## src/rtl/tdm_codec_port.sv

```systemverilog
`timescale 1ns/1ps
module tdm_codec_port #(
  parameter int DIV_W     = 8,
  parameter int IDX_DEPTH = 21,
  parameter int IDX_W     = 8
) (
  input  logic             clk,
  input  logic             rst_n,
  input  logic [DIV_W-1:0] div_n,
  input  logic             sdin,
  input  logic [15:0]      tx_left,
  input  logic [15:0]      tx_right,
  input  logic [15:0]      tx_status,
  output logic             sclk,
  output logic             fsync,
  output logic             sdout,
  output logic [15:0]      rx_left,
  output logic [15:0]      rx_right
);
  localparam int W      = 16;
  localparam int AW     = 5;
  localparam int RB_POS = 2 * W + (W - IDX_W);

  logic [DIV_W-1:0] cnt;
  logic [5:0]       pos;
  logic             seen, live;
  logic [W-1:0]     isr, osr, hold;
  logic [1:0]       hold_slot;
  logic             hold_vld;
  logic [IDX_W-1:0] regs [IDX_DEPTH];

  wire [DIV_W-1:0] half = (div_n == '0) ? DIV_W'(1) : div_n;
  wire             tick = (cnt >= half - DIV_W'(1));
  wire             rise = tick & ~sclk;
  wire             fall = tick & sclk;
  wire [5:0]       npos = pos + 6'd1;
  wire [AW-1:0]    cmd_addr = isr[AW-1:0];
  wire [IDX_W-1:0] rd_data  = (32'(cmd_addr) < IDX_DEPTH) ? regs[cmd_addr] : '0;
  wire [W-1:0]     shifted_in = {isr[W-2:0], sdin};

  logic [W-1:0] slot_word;
  always_comb begin
    case (npos[5:4])
      2'd0:    slot_word = tx_left;
      2'd1:    slot_word = tx_right;
      2'd2:    slot_word = '0;
      default: slot_word = tx_status;
    endcase
  end

  assign fsync = seen && (pos == 6'd63);
  assign sdout = live & osr[W-1];

  always_ff @(posedge clk or negedge rst_n) begin
    if (!rst_n) begin
      cnt  <= '0;
      sclk <= 1'b0;
      pos  <= 6'd63;
      seen <= 1'b0;
      live <= 1'b0;
      osr  <= '0;
    end else begin
      cnt <= tick ? '0 : cnt + DIV_W'(1);
      if (tick) sclk <= ~sclk;
      if (rise) begin
        pos  <= npos;
        seen <= 1'b1;
        if (fsync) live <= 1'b1;
        if (npos[3:0] == 4'd0)       osr <= slot_word;
        else if (npos == 6'(RB_POS)) osr <= {rd_data, {(W-IDX_W){1'b0}}};
        else                         osr <= {osr[W-2:0], 1'b0};
      end
    end
  end

  always_ff @(posedge clk or negedge rst_n) begin
    if (!rst_n) begin
      isr       <= '0;
      hold      <= '0;
      hold_slot <= '0;
      hold_vld  <= 1'b0;
      rx_left   <= '0;
      rx_right  <= '0;
      for (int i = 0; i < IDX_DEPTH; i++) regs[i] <= '0;
    end else if (fall) begin
      isr <= shifted_in;
      if (pos[3:0] == 4'd15) begin
        hold      <= shifted_in;
        hold_slot <= pos[5:4];
        hold_vld  <= live;
      end
      if (pos[3:0] == 4'd7 && hold_vld) begin
        case (hold_slot)
          2'd0: rx_left  <= hold;
          2'd1: rx_right <= hold;
          2'd2: if (hold[W-1] && 32'(hold[12:8]) < IDX_DEPTH)
                  regs[hold[12:8]] <= hold[IDX_W-1:0];
          default: ;
        endcase
      end
    end
  end
endmodule


```

## config.mk

```make
export PLATFORM = sky130hd
export DESIGN_NAME = tdm_codec_port
export DESIGN_NICKNAME = d
export VERILOG_FILES = /design/src/rtl/tdm_codec_port.sv
export SDC_FILE = /design/constraint.sdc
export NUM_CORES = 1
export LEC_CHECK = 0
export ABC_AREA = 1
export CAP_MARGIN = 20
export CORE_UTILIZATION = 58
export CTS_BUF_LIST = sky130_fd_sc_hd__clkbuf_4 sky130_fd_sc_hd__clkbuf_8
export DETAILED_ROUTE_END_ITERATION = 7
export PLACE_DENSITY = 0.79
export REMOVE_ABC_BUFFERS = 1
export SLEW_MARGIN = 30
export SYNTH_ARGS = -nofsm -noshare
export SYNTH_HDL_FRONTEND = slang
export SYNTH_SLANG_ARGS = --single-unit
```

## constraint.sdc

```tcl
create_clock -name clk -period 6.38 [get_ports clk]
set_input_delay 0.638 -clock clk [delete_from_list [all_inputs] [get_ports clk]]
set_output_delay 0.638 -clock clk [all_outputs]
set_load 0.05 [all_outputs]
```

==> implementation parameters, run 1 <==
Parameter                              Value

Status
  Outcome ... finished, final reports clean

STA
  Max Clock Freq ... 219 MHz
  Final hold violation count ... 0
  Final Critical Period ... 4.57 ns
  Final setup violation count ... 0
  Worst-margin pin slew ... 0.975 ns
  Fin Clk Skew ... 0.0309 ns
  Tightest slew margin relative to the limit ... 34.8%
  Final period utilization ... 71.6%
  Post-route setup TNS ... 0 ns
  Unrepaired setup endpoints after global routing ... no
  Fin. max-slew vios ... 0

Min path
  Hold WC Path Type ... register to register
  Cells on Worst Hold Path ... 2

Synthesis
  Portion of the post-synthesis area used by sequential elements ... 50.5%
  Number of flip-flops and latches in the synthesized netlist ... 267
  Cells after Synth ... 1811
  Syn Std Cell Area ... 13200 um^2
  Count of cell types in the netlist ... 31
  Avg Inst Size Synth ... 7.31 um^2
  Count of yosys warnings during synthesis ... 0

Clock network
  Total clock sinks ... 267
  Setup repair bufs after CTS ... 0
  Post-cts resize count ... 0
  Buffers from clock root to sink, at most ... 3
  Clock Latency Late Sink ... 0.58 ns
  Worst-path clk slew ... 0.06 ns
  TritonCTS clock tree ... done
  Clock buffers created by TritonCTS ... 43
  Clock H-tree levels ... 2
  Clock tree root driver cell ... clkbuf_8

Floorplanning
  Vertical extent of the die ... 153 um
  Core region area ... 22100 um^2
  Row Count ... 54
  IO Count ... 94
  Width of the die ... 153 um
  Starting Density ... 60.0%
  Overall die area ... 23400 um^2

Finish
  Layout cell share with drive strength beyond 1 ... 6.20%
  Number of nets at the end of the flow ... 1948
  Most common cell after layout, fill and taps aside ... nand2_1
  Relative area change from synthesis to final layout ... 15.5%
  Inserted Diodes ... 0
  Top library cells by usage in the layout, fill and taps aside ... nand2_1, dfrtp_1, o21ai_0
  Layout Utilization ... 69.2%

Power
  Worst supply voltage drop on vdd ... 247 uV
  Areal power density over the cells ... 304 nW/um^2
  Reported leakage power ... 7.85 nW

Placed design
  DP HPWL ... 22300 um
  RePlAce Congestion ... 0.907
  Port Buffer Count ... 93

Critical path
  Path length in cells of the critical path ... 20
  Cell family contributing the most delay on the critical path ... simple AND/OR/NAND/NOR gates
  Crit path capture ... regs[54]
  Worst setup path startpoint ... div_n[2]
  Category of the critical setup timing path ... input pin to register
  Kind of end point of the critical path ... register
  Worst-path cell with the longest stage delay ... nor2_1
  Worst endpoint data arrival time ... 4.97 ns
  Reg-to-Reg Start ... isr[2]
  Buf+Inv Stages, Crit Path ... 4
  Reg2Reg Capture Point ... osr[8]
  Critical Path Fanout Max ... 36
  Cell breakdown of the critical path ... clkdlybuf4s50_1 > nor2_1 > nand2_1 > inv_1 > a21oi_1 > ha_1 > nand2_1 > nor3_1 > xnor2_1 > ha_1 > nand2_1 > nor2_1 > nand4_1 > nand3_2 > buf_4 > nand3_2 > inv_2 > nand2_2 > nor2_1 > o21ai_0
  Worst Reg2Reg Path Length in Cells ... 13
  Critical Path Start Type ... input pin
  Worst EP required ... 6.78 ns
  Stage delay of the slowest cell on the critical path ... 0.86 ns
  Worst setup slack for register-to-register paths ... 2.83 ns

Detailed routing
  Drt drc ... 0
  Sum of routed wire length over all layers ... 34600 um
  Post-route ant nets ... 0
  TritonRoute pass-1 iters ... 5
  Vias after detailed routing ... 11800
  Post-DR wirelength/cell ... 15.9 um
  Number of violations reported at the end of detailed-routing iteration 0 ... 1072
  Vias per cell ... 5.42

Global route
  Number of global-route vias before repair ... 11300
  Global routing usage summed across all routing layers ... 30.3%
  Antenna violations before repair ... 0
  Largest net degree at the start of global routing ... 128
  Overflow left after global routing ... 0
  First-pass GRT wire length ... 56800 um

Flow run
  MaxCap Viol Count ... 0
power by group:
part | switching [mW] | internal [mW]
sequential | 0.0840 | 1.80
combinational | 0.774 | 0.340
clock | 0.689 | 0.960
worst register-to-register path: cells and delay by family, from the launching register on:
family,cells,cell delay [ns]
compound gates,1,0.16
buf+inv,2,1.04
flops,1,0.61
simple gates,10,1.63
registers in the layout, summed over array words and instances, names as in the netlist:
register   count
hold          16
isr           15
rx_right      16
seen           1
rx_left       16
osr           16
sclk           1
hold_vld       1
pos            6
cnt            8
regs         168
live           1
hold_slot      2
logic make-up (layout without fill, tap and decap cells):
logic type               Yosys count  in the layout  share of synthesized area, %
flip-flops                       267            267                          50.5
XOR/XNOR                          11             11                         0.727
buffers and inverters            280            373                          8.23
multiplexers                       1              1                        0.0850
adder cells (fa/ha/maj)           11             11                          1.04
AND/OR/NAND/NOR                 1009           1009                          30.4
AO/OA/AOI/OAI                    232            232                          9.05
through the flow:
stage | area, um^2 | worst slack [ns] | hold WS (ns) | std cells | total power, mW
5_1_grt | 15300 | 1.33 | 0.475 | 2184 | 4.87
3_3_place_gp | 14300 | 1.53 | 0.439 | 2111 | 2.98
6_report | 15300 | 1.81 | 0.461 | 2184 | 4.65
2_1_floorplan | 12900 | 2.63 | 0.342 | 1721 | 2.59
4_1_cts | 15300 | 1.84 | 0.463 | 2184 | 4.64
3_5_place_dp | 14300 | 1.22 | 0.445 | 2112 | 3.00
metal layers:
layer / part of all wire [%] / global-route usage [%] / vias up
li1: - / - / 5714
met1: 44 / 41.8 / 5571
met2: 45 / 47.1 / 459
met3: 8.1 / 6.35 / 94
met4: 3.3 / 12.1 / 0
met5: 0 / 0 / -
worst min path at each step:
stage / startpoint / endpoint
floorplan: rst_n / cnt[0]
global placement: seen / seen
detailed placement: seen / seen
CTS: seen / seen
global route: seen / seen
finish: seen / seen
area by class of cell:
type	count	area [um^2]
inverters	190	716
fillers	1796	6800
multi-input cells	1264	5470
well taps	280	350
clock buffers	61	790
flip-flops and latches	267	6690
clock inverters	10	165
repair buffers	112	1120
timing repair:
action,CTS,global route
setup endpoints to repair,0,0
hold buffers,1,0
endpoints found under the hold margin,44,0
Yosys cell counts:
cell type  instances  area, um^2
a21oi_1           23         115
a31oi_1            8        50.1
and3_1             1        6.26
buf_1              6        22.5
buf_2             19        95.1
buf_6              2        22.5
clkbuf_1          63         236
clkinv_1           2        7.51
dfrtp_1          261        6530
dfstp_2            6         158
ha_1              11         138
inv_1            184         691
inv_2              4        15.0
mux2_2             1        11.3
nand2_1          737        2770
nand2_2            1        6.26
nand3_1           89         445
nand3_2            2        20.0
nand4_1            9        56.3
nor2_1           146         548
nor2_2            10        62.6
nor2_8             2        40.0
nor3_1             8        40.0
nor3_2             1        10.0
nor3b_1            3        22.5
o211ai_1           9        67.6
o21a_1             1        7.51
o21ai_0          190         951
o31ai_1            1        7.51
xnor2_1            6        52.6
xor2_1             5        43.8
Note: power is estimated with default switching activity, not from simulation.
==> run 2: changes to the inputs <==
Settings changed: CORE_UTILIZATION 58 to 55, PLACE_DENSITY 0.79 to 0.78.
Clock period 6.38 ns to 4 ns, I/O delays scaled along.
==> implementation parameters, run 2 (synthesis gave the netlist of run 1 again) <==
Parameter                              Value

Finish
  Storage element area ... 6700 um^2 (was 6690 um^2)
  Design area ... 15600 um^2 (was 15300 um^2)
  Relative area change from synthesis to final layout ... 17.7% (was 15.5%)
  Most common cell after layout, fill and taps aside ... nand2_1 (unchanged)
  Inserted Diodes ... 0 (unchanged)
  Flip-flop count of the largest register, all copies and words added ... 168 (unchanged)
  Count of fill cells added during filler insertion ... 1969 (was 1796)
  Number of nets at the end of the flow ... 1969 (was 1948)
  Area of the multi-input gates ... 5470 um^2 (unchanged)
  Layout cell share with drive strength beyond 1 ... 7.81% (was 6.20%)
  Largest register by flop count ... regs (unchanged)
  Top library cells by usage in the layout, fill and taps aside ... nand2_1, dfrtp_1, o21ai_0 (unchanged)

Clock network
  Clock buffers created by TritonCTS ... 45 (was 43)
  Total clock sinks ... 267 (unchanged)
  Clock Latency Late Sink ... 0.57 ns (was 0.58 ns)
  Clock H-tree levels ... 2 (unchanged)
  Worst-path clk slew ... 0.07 ns (was 0.06 ns)
  Clock tree root driver cell ... clkbuf_8 (unchanged)
  Buffers from clock root to sink, at most ... 3 (unchanged)
  Post-cts resize count ... 0 (unchanged)
  TritonCTS clock tree ... done (unchanged)

Detailed routing
  TritonRoute pass-1 iters ... 6 (was 5)
  Sum of routed wire length over all layers ... 34400 um (was 34600 um)
  Vias per cell ... 5.26 (was 5.42)
  Number of violations reported at the end of detailed-routing iteration 0 ... 974 (was 1072)
  Post-route ant nets ... 0 (unchanged)
  Post-DR wirelength/cell ... 15.3 um (was 15.9 um)
  Drt drc ... 0 (unchanged)
  Vias after detailed routing ... 11900 (was 11800)

STA
  Tightest slew margin relative to the limit ... 44.1% (was 34.8%)
  Worst path setup slack after routing ... 0.591 ns (was 1.81 ns)
  Fin Clk Skew ... 0.0286 ns (was 0.0309 ns)
  Worst-margin pin slew ... 0.837 ns (was 0.975 ns)
  Max Clock Freq ... 293 MHz
  Final setup violation count ... 0 (unchanged)
  Final hold violation count ... 0 (unchanged)
  Post-route setup TNS ... 0 ns (unchanged)
  Fin. max-slew vios ... 0 (unchanged)
  Unrepaired setup endpoints after global routing ... no (unchanged)
  Final period utilization ... 85.2%
  Final Critical Period ... 3.41 ns

Critical path
  Worst-path cell with the longest stage delay ... clkdlybuf4s50_1 (was nor2_1)
  CP most frequent cell ... nand2_1
  Kind of end point of the critical path ... register (unchanged)
  Worst EP required ... 4.46 ns (was 6.78 ns)
  Buf+Inv Stages, Crit Path ... 5 (was 4)
  Cell family contributing the most delay on the critical path ... simple AND/OR/NAND/NOR gates (unchanged)
  Stage delay of the slowest cell on the critical path ... 0.52 ns (was 0.86 ns)
  Cell breakdown of the critical path ... clkdlybuf4s50_1 > nor2_1 > nand2_1 > inv_1 > a21oi_1 > ha_1 > nand2_1 > nor3_1 > xnor2_1 > ha_1 > nand2_1 > nor2_1 > nand4_1 > nand3_2 > nand3_2 > inv_2 > nand2_2 > buf_12 > nor2_2 > inv_1 > nand2_1 > nand2_1 (was clkdlybuf4s50_1 > nor2_1 > nand2_1 > inv_1 > a21oi_1 > ha_1 > nand2_1 > nor3_1 > xnor2_1 > ha_1 > nand2_1 > nor2_1 > nand4_1 > nand3_2 > buf_4 > nand3_2 > inv_2 > nand2_2 > nor2_1 > o21ai_0)
  Worst Reg2Reg Path Length in Cells ... 12 (was 13)
  Critical Path Fanout Max ... 36 (unchanged)
  Category of the critical setup timing path ... input pin to register (unchanged)
  Worst endpoint data arrival time ... 3.87 ns (was 4.97 ns)
  Critical Path Start Type ... input pin (unchanged)
  Path length in cells of the critical path ... 22 (was 20)

Floorplanning
  Overall die area ... 24700 um^2 (was 23400 um^2)
  IO Count ... 94 (unchanged)
  Core region area ... 23500 um^2 (was 22100 um^2)
  Row Count ... 56 (was 54)
  Starting Density ... 56.3% (was 60.0%)
  Width of the die ... 157 um (was 153 um)
  Vertical extent of the die ... 157 um (was 153 um)

Global route
  Global routing usage summed across all routing layers ... 29.0% (was 30.3%)
  Number of global-route vias before repair ... 11300 (about the same)
  Largest net degree at the start of global routing ... 122 (was 128)
  First-pass GRT wire length ... 56700 um (was 56800 um)
  Antenna violations before repair ... 0 (unchanged)
  Overflow left after global routing ... 0 (unchanged)

Power
  Areal power density over the cells ... 485 nW/um^2 (was 304 nW/um^2)
  Reported leakage power ... 7.98 nW (was 7.85 nW)
  Worst supply voltage drop on vdd ... 461 uV (was 247 uV)
  Overall power consumption ... 7.56 mW (was 4.65 mW)

Placed design
  RePlAce Congestion ... 0.890 (was 0.907)
  DP Worst Slack ... 0.0390 ns (was 1.22 ns)
  DP HPWL ... 22100 um (was 22300 um)
  Placed Instance Area ... 14500 um^2 (was 14300 um^2)
  Port Buffer Count ... 93 (unchanged)

Status
  Outcome ... finished, final reports clean (unchanged)

Flow run
  MaxCap Viol Count ... 0 (unchanged)

Min path
  Hold WC Path Type ... input pin to async pin (was register to register)
==> run 2: changes by cell type in the layout (fill, tap and decap cells not counted) <==
| cell | previous run | this run |
|---|---|---|
| dfrtp_1 | 260 | 256 |
| inv_6 | 0 | 1 |
| buf_4 | 15 | 32 |
| clkbuf_8 | 53 | 52 |
| clkinv_8 | 0 | 1 |
| dfrtp_2 | 1 | 5 |
| clkbuf_4 | 8 | 15 |
| clkinvlp_4 | 1 | 2 |
| inv_2 | 3 | 4 |
| inv_4 | 1 | 0 |
| inv_8 | 2 | 1 |
| clkinv_2 | 3 | 5 |
| buf_12 | 1 | 3 |
==> run 2: layer usage <==
metal	vias up	share of wire, %	global-route usage (%)
li1	5769	-	-
met1	5527	43	41.0
met2	489	46	45.5
met3	69	8.2	4.96
met4	0	2.3	9.29
met5	-	0	0
==> run 2: metrics by stage <==
stage | hold WS [ns] | utilization, % | std cells
after floorplan | 0.104 | - | 1721
after global placement | 0.440 | 61.6 | 2169
after detailed placement | 0.459 | 61.7 | 2169
after CTS | 0.457 | 66.1 | 2251
after global routing | 0.356 | 66.2 | 2252
final | 0.334 | 66.2 | 2252
==> run 2: layout make-up <==
class / instances / area share [%]
repair buffers: 131 / 8.25
clock buffers: 67 / 5.31
inverters: 190 / 4.58
well taps: 319 / 2.56
flip-flops and latches: 267 / 43.0
multi-input cells: 1264 / 35.1
clock inverters: 14 / 1.26
==> run 2: final timing paths <==
kind	start	endpoint	slack [ns]
min	rst_n	regs[80]	0.33
min in group clk	seen	seen	0.47
max in group asynchronous	rst_n	pos[5]	2.53
max	div_n[2]	regs[151]	0.59
min reg2reg	seen	seen	0.47
max reg2reg	isr[1]	osr[15]	1.19
==> run 2: repair_timing <==
action,4_1_cts,5_1_grt
hold endpoints to repair,114,0
hold buffers,1,0
setup buffers,0,0
==> run 2: where the power goes <==
group          switching [mW]  internal, mW  leakage, nW
clock                    1.14          1.60        0.537
sequential              0.166          2.87         3.13
combinational            1.22         0.563         4.32
total                    2.53          5.04         7.98
==> run 2: worst register-to-register path: stages, from the launching register on <==
cell	delay, ns
dfrtp_1	0.68
nor2_1	0.78
buf_4	0.33
nand3_1	0.11
nand2_1	0.15
nor2_1	0.05
nand2_1	0.08
nand3_1	0.11
nand2_1	0.12
nand2_1	0.07
nand2_1	0.07
nand2_1	0.06
a21oi_1	0.14
